<file path="src/rtl/uart_txq_pkg.sv">
package uart_txq_pkg;

    typedef logic [7:0] txq_byte_t;

    // Resolved per-cycle operations on the queue
    typedef struct packed {
        logic flush;
        logic push;
        logic pop;
    } txq_op_t;

    function automatic int unsigned ptr_bits(input int unsigned depth);
        return (depth > 1) ? $clog2(depth) : 1;
    endfunction

    function automatic int unsigned lvl_bits(input int unsigned depth);
        return $clog2(depth + 1);
    endfunction

endpackage

</file>
<file path="src/rtl/uart_txq_store.sv">
module uart_txq_store
    import uart_txq_pkg::*;
#(
    parameter int DEPTH = 32
) (
    input  logic      clk,
    input  logic      rst,
    input  txq_op_t   op,
    input  txq_byte_t wbyte,
    output txq_byte_t rbyte
);
    localparam int PTR_W = ptr_bits(DEPTH);
    localparam logic [PTR_W-1:0] LAST = PTR_W'(DEPTH - 1);

    txq_byte_t        mem [DEPTH];
    logic [PTR_W-1:0] wp_q;
    logic [PTR_W-1:0] rp_q;

    function automatic logic [PTR_W-1:0] step(input logic [PTR_W-1:0] p);
        return (p == LAST) ? '0 : p + 1'b1;
    endfunction

    always_ff @(posedge clk) begin
        if (rst || op.flush) begin
            wp_q <= '0;
            rp_q <= '0;
        end else begin
            if (op.push) wp_q <= step(wp_q);
            if (op.pop)  rp_q <= step(rp_q);
        end
    end

    always_ff @(posedge clk) begin
        if (op.push) mem[wp_q] <= wbyte;
    end

    assign rbyte = mem[rp_q];

endmodule

</file>
<file path="src/rtl/uart_txq_count.sv">
module uart_txq_count
    import uart_txq_pkg::*;
#(
    parameter int DEPTH = 32,
    parameter int LVL_W = 6
) (
    input  logic             clk,
    input  logic             rst,
    input  txq_op_t          op,
    output logic [LVL_W-1:0] level,
    output logic [LVL_W-1:0] level_nxt,
    output logic             full,
    output logic             empty
);
    localparam logic [LVL_W-1:0] TOP = LVL_W'(DEPTH);

    logic [LVL_W-1:0] lvl_q;
    logic             full_q;
    logic             empty_q;

    always_comb begin
        if (op.flush) level_nxt = '0;
        else          level_nxt = lvl_q + LVL_W'(op.push) - LVL_W'(op.pop);
    end

    always_ff @(posedge clk) begin
        if (rst) begin
            lvl_q   <= '0;
            full_q  <= 1'b0;
            empty_q <= 1'b1;
        end else begin
            lvl_q   <= level_nxt;
            full_q  <= (level_nxt == TOP);
            empty_q <= (level_nxt == '0);
        end
    end

    assign level = lvl_q;
    assign full  = full_q;
    assign empty = empty_q;

endmodule

</file>
<file path="src/rtl/uart_txq_events.sv">
module uart_txq_events
    import uart_txq_pkg::*;
#(
    parameter int LVL_W = 6
) (
    input  logic             clk,
    input  logic             rst,
    input  txq_op_t          op,
    input  logic [LVL_W-1:0] level_nxt,
    input  logic [LVL_W-1:0] thresh,
    output logic             wm,
    output logic             drained
);
    logic wm_q;
    logic drained_q;
    logic wm_n;

    always_comb begin
        wm_n = wm_q;
        if (op.flush)
            wm_n = 1'b0;
        else if (op.push && (level_nxt >= thresh))
            wm_n = 1'b1;
        else if (op.pop && ((level_nxt < thresh) || (level_nxt == '0)))
            wm_n = 1'b0;
    end

    always_ff @(posedge clk) begin
        if (rst) begin
            wm_q      <= 1'b0;
            drained_q <= 1'b0;
        end else begin
            wm_q      <= wm_n;
            drained_q <= !op.flush && op.pop && (level_nxt == '0);
        end
    end

    assign wm      = wm_q;
    assign drained = drained_q;

endmodule

</file>
<file path="src/rtl/uart_txq.sv">
module uart_txq
    import uart_txq_pkg::*;
#(
    parameter int DEPTH = 32,
    parameter int WR_W  = 32,
    parameter int RPT_W = 5,
    parameter int LVL_W = lvl_bits(DEPTH)
) (
    input  logic             clk,
    input  logic             rst,
    input  logic             wr_en,
    input  logic [WR_W-1:0]  wr_data,
    input  logic [LVL_W-1:0] thresh,
    input  logic             flush,
    input  logic             tx_en,
    input  logic             ser_rdy,
    output logic [7:0]       ser_data,
    output logic             ser_valid,
    output logic             full,
    output logic             empty,
    output logic [RPT_W-1:0] lvl_rpt,
    output logic             wm_irq,
    output logic             empty_pulse
);
    txq_op_t          op;
    txq_byte_t        head;
    logic [LVL_W-1:0] level_q;
    logic [LVL_W-1:0] level_nxt;
    logic             full_w;
    logic             empty_w;

    assign ser_valid = tx_en && !empty_w;

    always_comb begin
        op.flush = flush;
        op.pop   = ser_valid && ser_rdy && !flush;
        op.push  = wr_en && !flush && (!full_w || op.pop);
    end

    generate
        if (WR_W > 8) begin : g_wide
            logic unused_hi;
            assign unused_hi = ^wr_data[WR_W-1:8];
        end
        if (LVL_W >= RPT_W) begin : g_rpt_trunc
            assign lvl_rpt = level_q[RPT_W-1:0];
        end else begin : g_rpt_ext
            assign lvl_rpt = RPT_W'(level_q);
        end
    endgenerate

    uart_txq_store #(.DEPTH(DEPTH)) u_store (
        .clk   (clk),
        .rst   (rst),
        .op    (op),
        .wbyte (wr_data[7:0]),
        .rbyte (head)
    );

    uart_txq_count #(.DEPTH(DEPTH), .LVL_W(LVL_W)) u_count (
        .clk       (clk),
        .rst       (rst),
        .op        (op),
        .level     (level_q),
        .level_nxt (level_nxt),
        .full      (full_w),
        .empty     (empty_w)
    );

    uart_txq_events #(.LVL_W(LVL_W)) u_events (
        .clk       (clk),
        .rst       (rst),
        .op        (op),
        .level_nxt (level_nxt),
        .thresh    (thresh),
        .wm        (wm_irq),
        .drained   (empty_pulse)
    );

    assign ser_data = head;
    assign full     = full_w;
    assign empty    = empty_w;

endmodule

</file>
<file path="config.mk">
export PLATFORM = sky130hd
export DESIGN_NAME = uart_txq
export DESIGN_NICKNAME = d
export VERILOG_FILES = /design/src/rtl/uart_txq_pkg.sv /design/src/rtl/uart_txq_store.sv /design/src/rtl/uart_txq_count.sv /design/src/rtl/uart_txq_events.sv /design/src/rtl/uart_txq.sv
export SDC_FILE = /design/constraint.sdc
export NUM_CORES = 1
export LEC_CHECK = 0
export BUFFER_PORTS_ARGS = -buffer_cell sky130_fd_sc_hd__buf_2
export CAP_MARGIN = 0
export CORE_ASPECT_RATIO = 0.9
export CORE_MARGIN = 5
export CORE_UTILIZATION = 55
export DETAILED_ROUTE_END_ITERATION = 16
export PLACE_DENSITY_LB_ADDON = 0.2
export SYNTH_ARGS = -nofsm -noshare
export SYNTH_HDL_FRONTEND = slang
export SYNTH_SLANG_ARGS = --single-unit
</file>
<file path="constraint.sdc">
create_clock -name clk -period 4.9 [get_ports clk]
set_clock_uncertainty 0.15 [all_clocks]
set_input_delay 0.245 -clock clk [delete_from_list [all_inputs] [get_ports clk]]
set_output_delay 0.245 -clock clk [all_outputs]
set_load 0.01 [all_outputs]
</file>
# Word-level counts from Yosys, hierarchy flattened
# Memories as Yosys holds them, arrays and structs flattened. A register that Yosys moved wholly into a read port is not among the register bits.
# Index checks and enable logic that the tools add are counted.
classes:
  div_mod_pow: 0
  eq_ne: 3
  n_bitwise: 0
  n_mux: 9
  n_reduce_logical: 18
  shift: 0
  n_addsub: 4
  multipliers: 0
  n_lt_le_gt_ge: 2
op_table:
  columns: ["op", "n"]
  rows:
  - ["$mux W5", 4]
  - ["$add A5 B1 Y5 const B", 2]
  - ["$eq A5 B5 Y1 const B", 2]
  - ["$logic_and A1 B1 Y1", 9]
  - ["$add A6 B1 Y6", 1]
  - ["$eq A6 B6 Y1 const B", 1]
  - ["$ge A6 B6 Y1", 1]
  - ["$logic_not A6 Y1", 1]
  - ["$lt A6 B6 Y1", 1]
  - ["$mux W6", 1]
  - ["$sub A6 B1 Y6", 1]
  - ["$mux W1", 4]
  - ["$logic_not A1 Y1", 3]
  - ["$logic_or A1 B1 Y1", 3]
  - ["$reduce_bool A2 Y1", 1]
  - ["$reduce_or A2 Y1", 1]
totals:
  input_bits: 44
  mem_count: 1
  register_bits: 20
  ram_bits: 256
  latch_bits: 0
  romBits: 0
memory_table:
  columns: ["memory", "words", "width", "rd", "rd_clocked_by_memory_dff", "wr", "line", "rtl"]
  rows:
  - ["u_store.mem", 32, 8, 1, 1, 1, "uart_txq_store.sv:15", "txq_byte_t mem [DEPTH];"]

# Longest topological paths before layout
logic_depth:
  word_depth: 14
  ltp_mapped: 17
  ltp_nobuf: 16

# Cells and area by module
# Synthesis repeated with hierarchy kept, for this count alone.
unflattened:
  cells_unflattened: 572
  hier_area_um2: 11329.6
modules_own_cells:
  columns: ["mod", "cells_each", "seq_area_each_um2", "area_per_inst_um2", "n_inst"]
  rows:
  - ["uart_txq_store", 477, 7987.7, 10541.4, 1]
  - ["uart_txq_count", 58, 160.2, 505.5, 1]
  - ["uart_txq_events", 32, 40.0, 237.7, 1]
  - ["uart_txq", 5, 0.0, 45.0, 1]

# Least setup slack after synthesis
# No wires, ideal clock.
synth_timing:
  kind: "register -> register"
  from: "register u_count.empty_q (netlist: u_count.empty)"
  to: "register u_events.wm_q (netlist: u_events.wm)"
  required_ns: 4.625
  setup_ns: 0.125
  path_stages_with_launch: 17
  setup_slack_ns: 1.576
  arrival_ns: 3.049
  synth_period_minus_slack_ns: 3.324
  cell_sequence: "dfxtp_1 nand3b_1 clkbuf_1 nor2_1 ha_1 inv_1 ha_1 fa_1 a31oi_1 xor2_1 nor2_1 ha_1 nand2_1 o21a_1 o21ai_0 a21oi_1 o22ai_1"
synth_between:
  elab_chain_len: 13
  word_cells_on_any_way: 17
  cone_classes: "2 x add/sub; 2 x order compare; 2 x mux; 11 x reduce/logical"
synth_lines:
  columns: ["item", "line", "rtl"]
  rows:
  - ["start, declared", "uart_txq_count.sv:19", "logic empty_q;"]
  - ["start signal, assigned", "uart_txq_count.sv:34", "empty_q <= (level_nxt == '0);"]
  - ["$logic_not A1 Y1 *", "uart_txq.sv:32", "assign ser_valid = tx_en && !empty_w;"]
  - ["$logic_and A1 B1 Y1 *", "uart_txq.sv:32", null]
  - ["$logic_and A1 B1 Y1 * (2 in a row)", "uart_txq.sv:36", "op.pop = ser_valid && ser_rdy && !flush;"]
  - ["$logic_or A1 B1 Y1", "uart_txq.sv:37", "op.push = wr_en && !flush && (!full_w || op.pop);"]
  - ["$logic_and A1 B1 Y1", "uart_txq.sv:37", null]
  - ["$add A6 B1 Y6", "uart_txq_count.sv:23", "else level_nxt = lvl_q + LVL_W'(op.push) - LVL_W'(op.pop);"]
  - ["$sub A6 B1 Y6 *", "uart_txq_count.sv:23", null]
  - ["$mux W6 *", "uart_txq_count.sv:22", "if (op.flush) level_nxt = '0;"]
  - ["net level_nxt[4]", "uart_txq.sv:28", "logic [LVL_W-1:0] level_nxt;"]
  - ["$lt A6 B6 Y1 / $logic_not A6 Y1 (equally long branches)", "uart_txq_events.sv:24", "else if (op.pop && ((level_nxt < thresh) || (level_nxt == '0)))"]
  - ["$logic_or A1 B1 Y1", "uart_txq_events.sv:24", null]
  - ["$logic_and A1 B1 Y1", "uart_txq_events.sv:24", null]
  - ["$reduce_bool A2 Y1 (no source line)", null, null]
  - ["end signal, assigned", "uart_txq_events.sv:33", "wm_q <= wm_n;"]
  - ["end, declared", "uart_txq_events.sv:14", "logic wm_q;"]
# Mark *: on every way through the listed nets, which the timed path passes. The rest lies on a longest branch.
# A chain may end at the register's enable or synchronous reset.

==> metrics.yaml <==
sta:
  finalHoldViolations: 0
  rsz0062_at_grt: "no"
  setup_tns_ps: 0
  relSlewSlack_pct: 36.47
  worst_pin_slew_ps: 949.4
  timing.final.crit_share_pct: 76.18
  setup_viol: 0
  finalCriticalPeriod_ps: 3733
  slew_viol_final: 0
  fmax_ghz: 0.2679
cts:
  clk_latency_ps: 520
  clockBufferDepth: 3
  cts_made_buffers: 28
  numClockSinks: 281
  ctsResizeCount: 0
  clockRootBuffer: "clkbuf_16"
  path_clk_slew_ps: 60
  cts_tree: "yes"
  h-tree-depth: 1
worst_setup_path:
  crit_path_max_fanout: 37
  crit_chain: "buf_12, mux4_2, mux4_2, mux2_2, buf_2"
  start_kind: "register"
  path_class: "register to primary output"
  path_delay_family: "multiplexers"
  rr_startpoint: "u_count.empty"
  slowest_delay_ps: 850
  cp_slowest_cell: "dfxtp_4"
  crit_buf_inv: 2
  ff2ff_setup_slack_ps: 1240
  r2r_cells: 16
  critical_path_required_ps: 4510
  end_kind: "primary output"
  cpMostUsedCell: "mux4_2"
  rr_endpoint: "u_events.wm"
  critPathArrivalTime_ps: 3340
synthesis:
  synth_area_um2: 11280
  synth_area_leaders: "edfxtp_1 (68%), mux4_2 (16%), dfxtp_1 (4.4%)"
  synthArstFlopShare_pct: 0
  ys_ff_latch: 281
  synth_commonest_cells: "edfxtp_1 (256), mux4_2 (80), nor2_1 (49)"
  yosys_warnings: 0
  syn-num-nets: 631
  synthFlopType: "edfxtp_1"
  syn-instance-count: 567
  syn_avg_cell_area_um2: 19.89
  synth_cell_types: 43
  synth-edff-count: 256
  yosysMostFrequentCell: "edfxtp_1"
  ys_seq_area_share_pct: 72.60
  yosysTopAreaCell: "edfxtp_1"
  netlist.area_leader.share_pct: 68.16
floorplanning:
  io_pins: 62
  initial_utilization_pct: 56.09
  die_area_um2: 23470
  rows: 49
  die_w_um: 160.9
  dieHeight_um: 145.9
  coreArea_um2: 20110
grt:
  grt.total_usage_pct: 19.48
  gr-total-overflow: 0
  grt_pass1_wl_um: 34450
  grt_pass1_vias: 5533
  grt_max_degree: 38
  antenna_found_initial: 0
placed_design:
  port_buffers: 37
  routabilityCongestion: 0.7944
  hpwl_um: 14090
min_path:
  hold_start: "wr_data[0]"
  whs_path_depth: 1
  hold-path-endpoint: "u_store.mem[19][0]"
  hold_class: "primary input to register"
final_layout:
  drive_above_1_share_pct: 28.10
  areaGrowthSynthToFinish_pct: 11.66
  diodes: 0
  final_nets: 672
  final_util_pct: 62.62
power_and_ir_drop:
  irDropWorstVdd_mv: 0.2251
  power_per_cell_area_nw_per_um2: 393.5
  power.leakage_nw: 4.019
route:
  vias: 5439
  wl_um: 22450
  dr.pass1.iters: 5
  drt-initial-drc-count: 535
  wire_per_inst_um: 25.37
  avgViaCountPerCell: 6.146
  route.detailed.drc: 0
  drtAntennaViolNets: 0
flow_run:
  drv_cap: 0
outcome:
  outcome: "finished, final reports clean"
==> flip-flops by register name (all words and copies together) (netlist names), named ones only <==
signal,flops
u_store.rp_q,5
u_events.wm,1
u_events.drained,1
u_store.mem,256
u_count.level,6
u_count.full,1
u_count.empty,1
u_store.wp_q,5
==> power breakdown <==
| part | internal, mW | total [mW] | switching (mW) |
|---|---|---|---|
| logic | 0.0915 | 0.221 | 0.129 |
| clock network | 1.25 | 2.09 | 0.844 |
| registers | 2.63 | 2.64 | 0.0133 |
| total | 3.97 | 4.96 | 0.986 |
==> routing by layer <==
layer	share of wire [%]	GRT usage (%)	wire [um]	vias up
met5	0	0	0	-
met3	6.3	3.370	1413	31
li1	-	-	-	2371
met2	47	28.97	10520	179
met4	2.3	4.520	523	0
met1	45	30.79	9995	2858
==> metrics by stage <==
stage,hold WS [ps],power [mW],worst slack (ps),cells,area [um2]
global route,111.7,5.113,942.7,885,12590
CTS,87.59,4.988,1039,885,12590
floorplan,167.4,2.827,1576,567,11280
global placement,326.3,2.903,1401,831,11660
detailed placement,323.5,2.912,1261,831,11660
finish,99.27,4.956,1167,885,12590
==> final cells by class <==
| class | count | area, um2 |
|---|---|---|
| timing repair buffer | 43 | 247.7 |
| clock inverter | 9 | 95.09 |
| inverter | 17 | 63.81 |
| multi-input combinational | 237 | 2856 |
| clock buffer | 43 | 818.3 |
| fill | 1388 | 7516 |
| sequential | 281 | 8193 |
| tap | 255 | 319.1 |
==> worst max-delay path by stage <==
| stage | startpoint | to | cells past startpoint |
|---|---|---|---|
| global route | u_count.empty | u_events.wm | 16 |
| global placement | u_count.empty | u_events.wm | 16 |
| floorplan | u_count.empty | u_events.wm | 16 |
| CTS | register | ser_data[1] | 5 |
| detailed placement | u_count.empty | u_events.wm | 16 |
| finish | register | ser_data[1] | 5 |
==> timing repair <==
item,CTS,global route
hold buffers,2,0
hold endpoints to repair,6,0
setup endpoints to repair,0,0
setup buffers,0,0
==> placed cells by master (no fill, tap or decap), types with 6 or more instances in the layout <==
cell type,n
a21oi_1,12
buf_2,37
clkbuf_1,10
clkbuf_16,29
dfxtp_1,23
edfxtp_1,256
ha_1,19
inv_1,17
mux2_2,8
mux4_2,80
nand2_1,6
nor2_1,49
==> worst register-to-register path: stages, from the launching register on <==
cell and delay [ps]:
dfxtp_1 320, nand3b_1 430, nor2_1 290, ha_1 180
inv_1 60, ha_1 270, a21o_1 180, a221oi_1 340
xnor2_1 200, nand2b_1 150, inv_1 100, ha_1 250
a21oi_1 140, o21a_1 160, o21ai_0 90, a21oi_1 150
o22ai_1 80
==> cell families after synthesis <==
kind of cell / share of synthesized area, %
XOR/XNOR: 0.4660
buffers and inverters: 2.075
AND/OR/NAND/NOR: 3.894
flip-flops: 72.60
adder cells (fa/ha/maj): 2.285
AO/OA/AOI/OAI: 1.553
multiplexers: 17.13
Power figures use the tool's default switching activity.
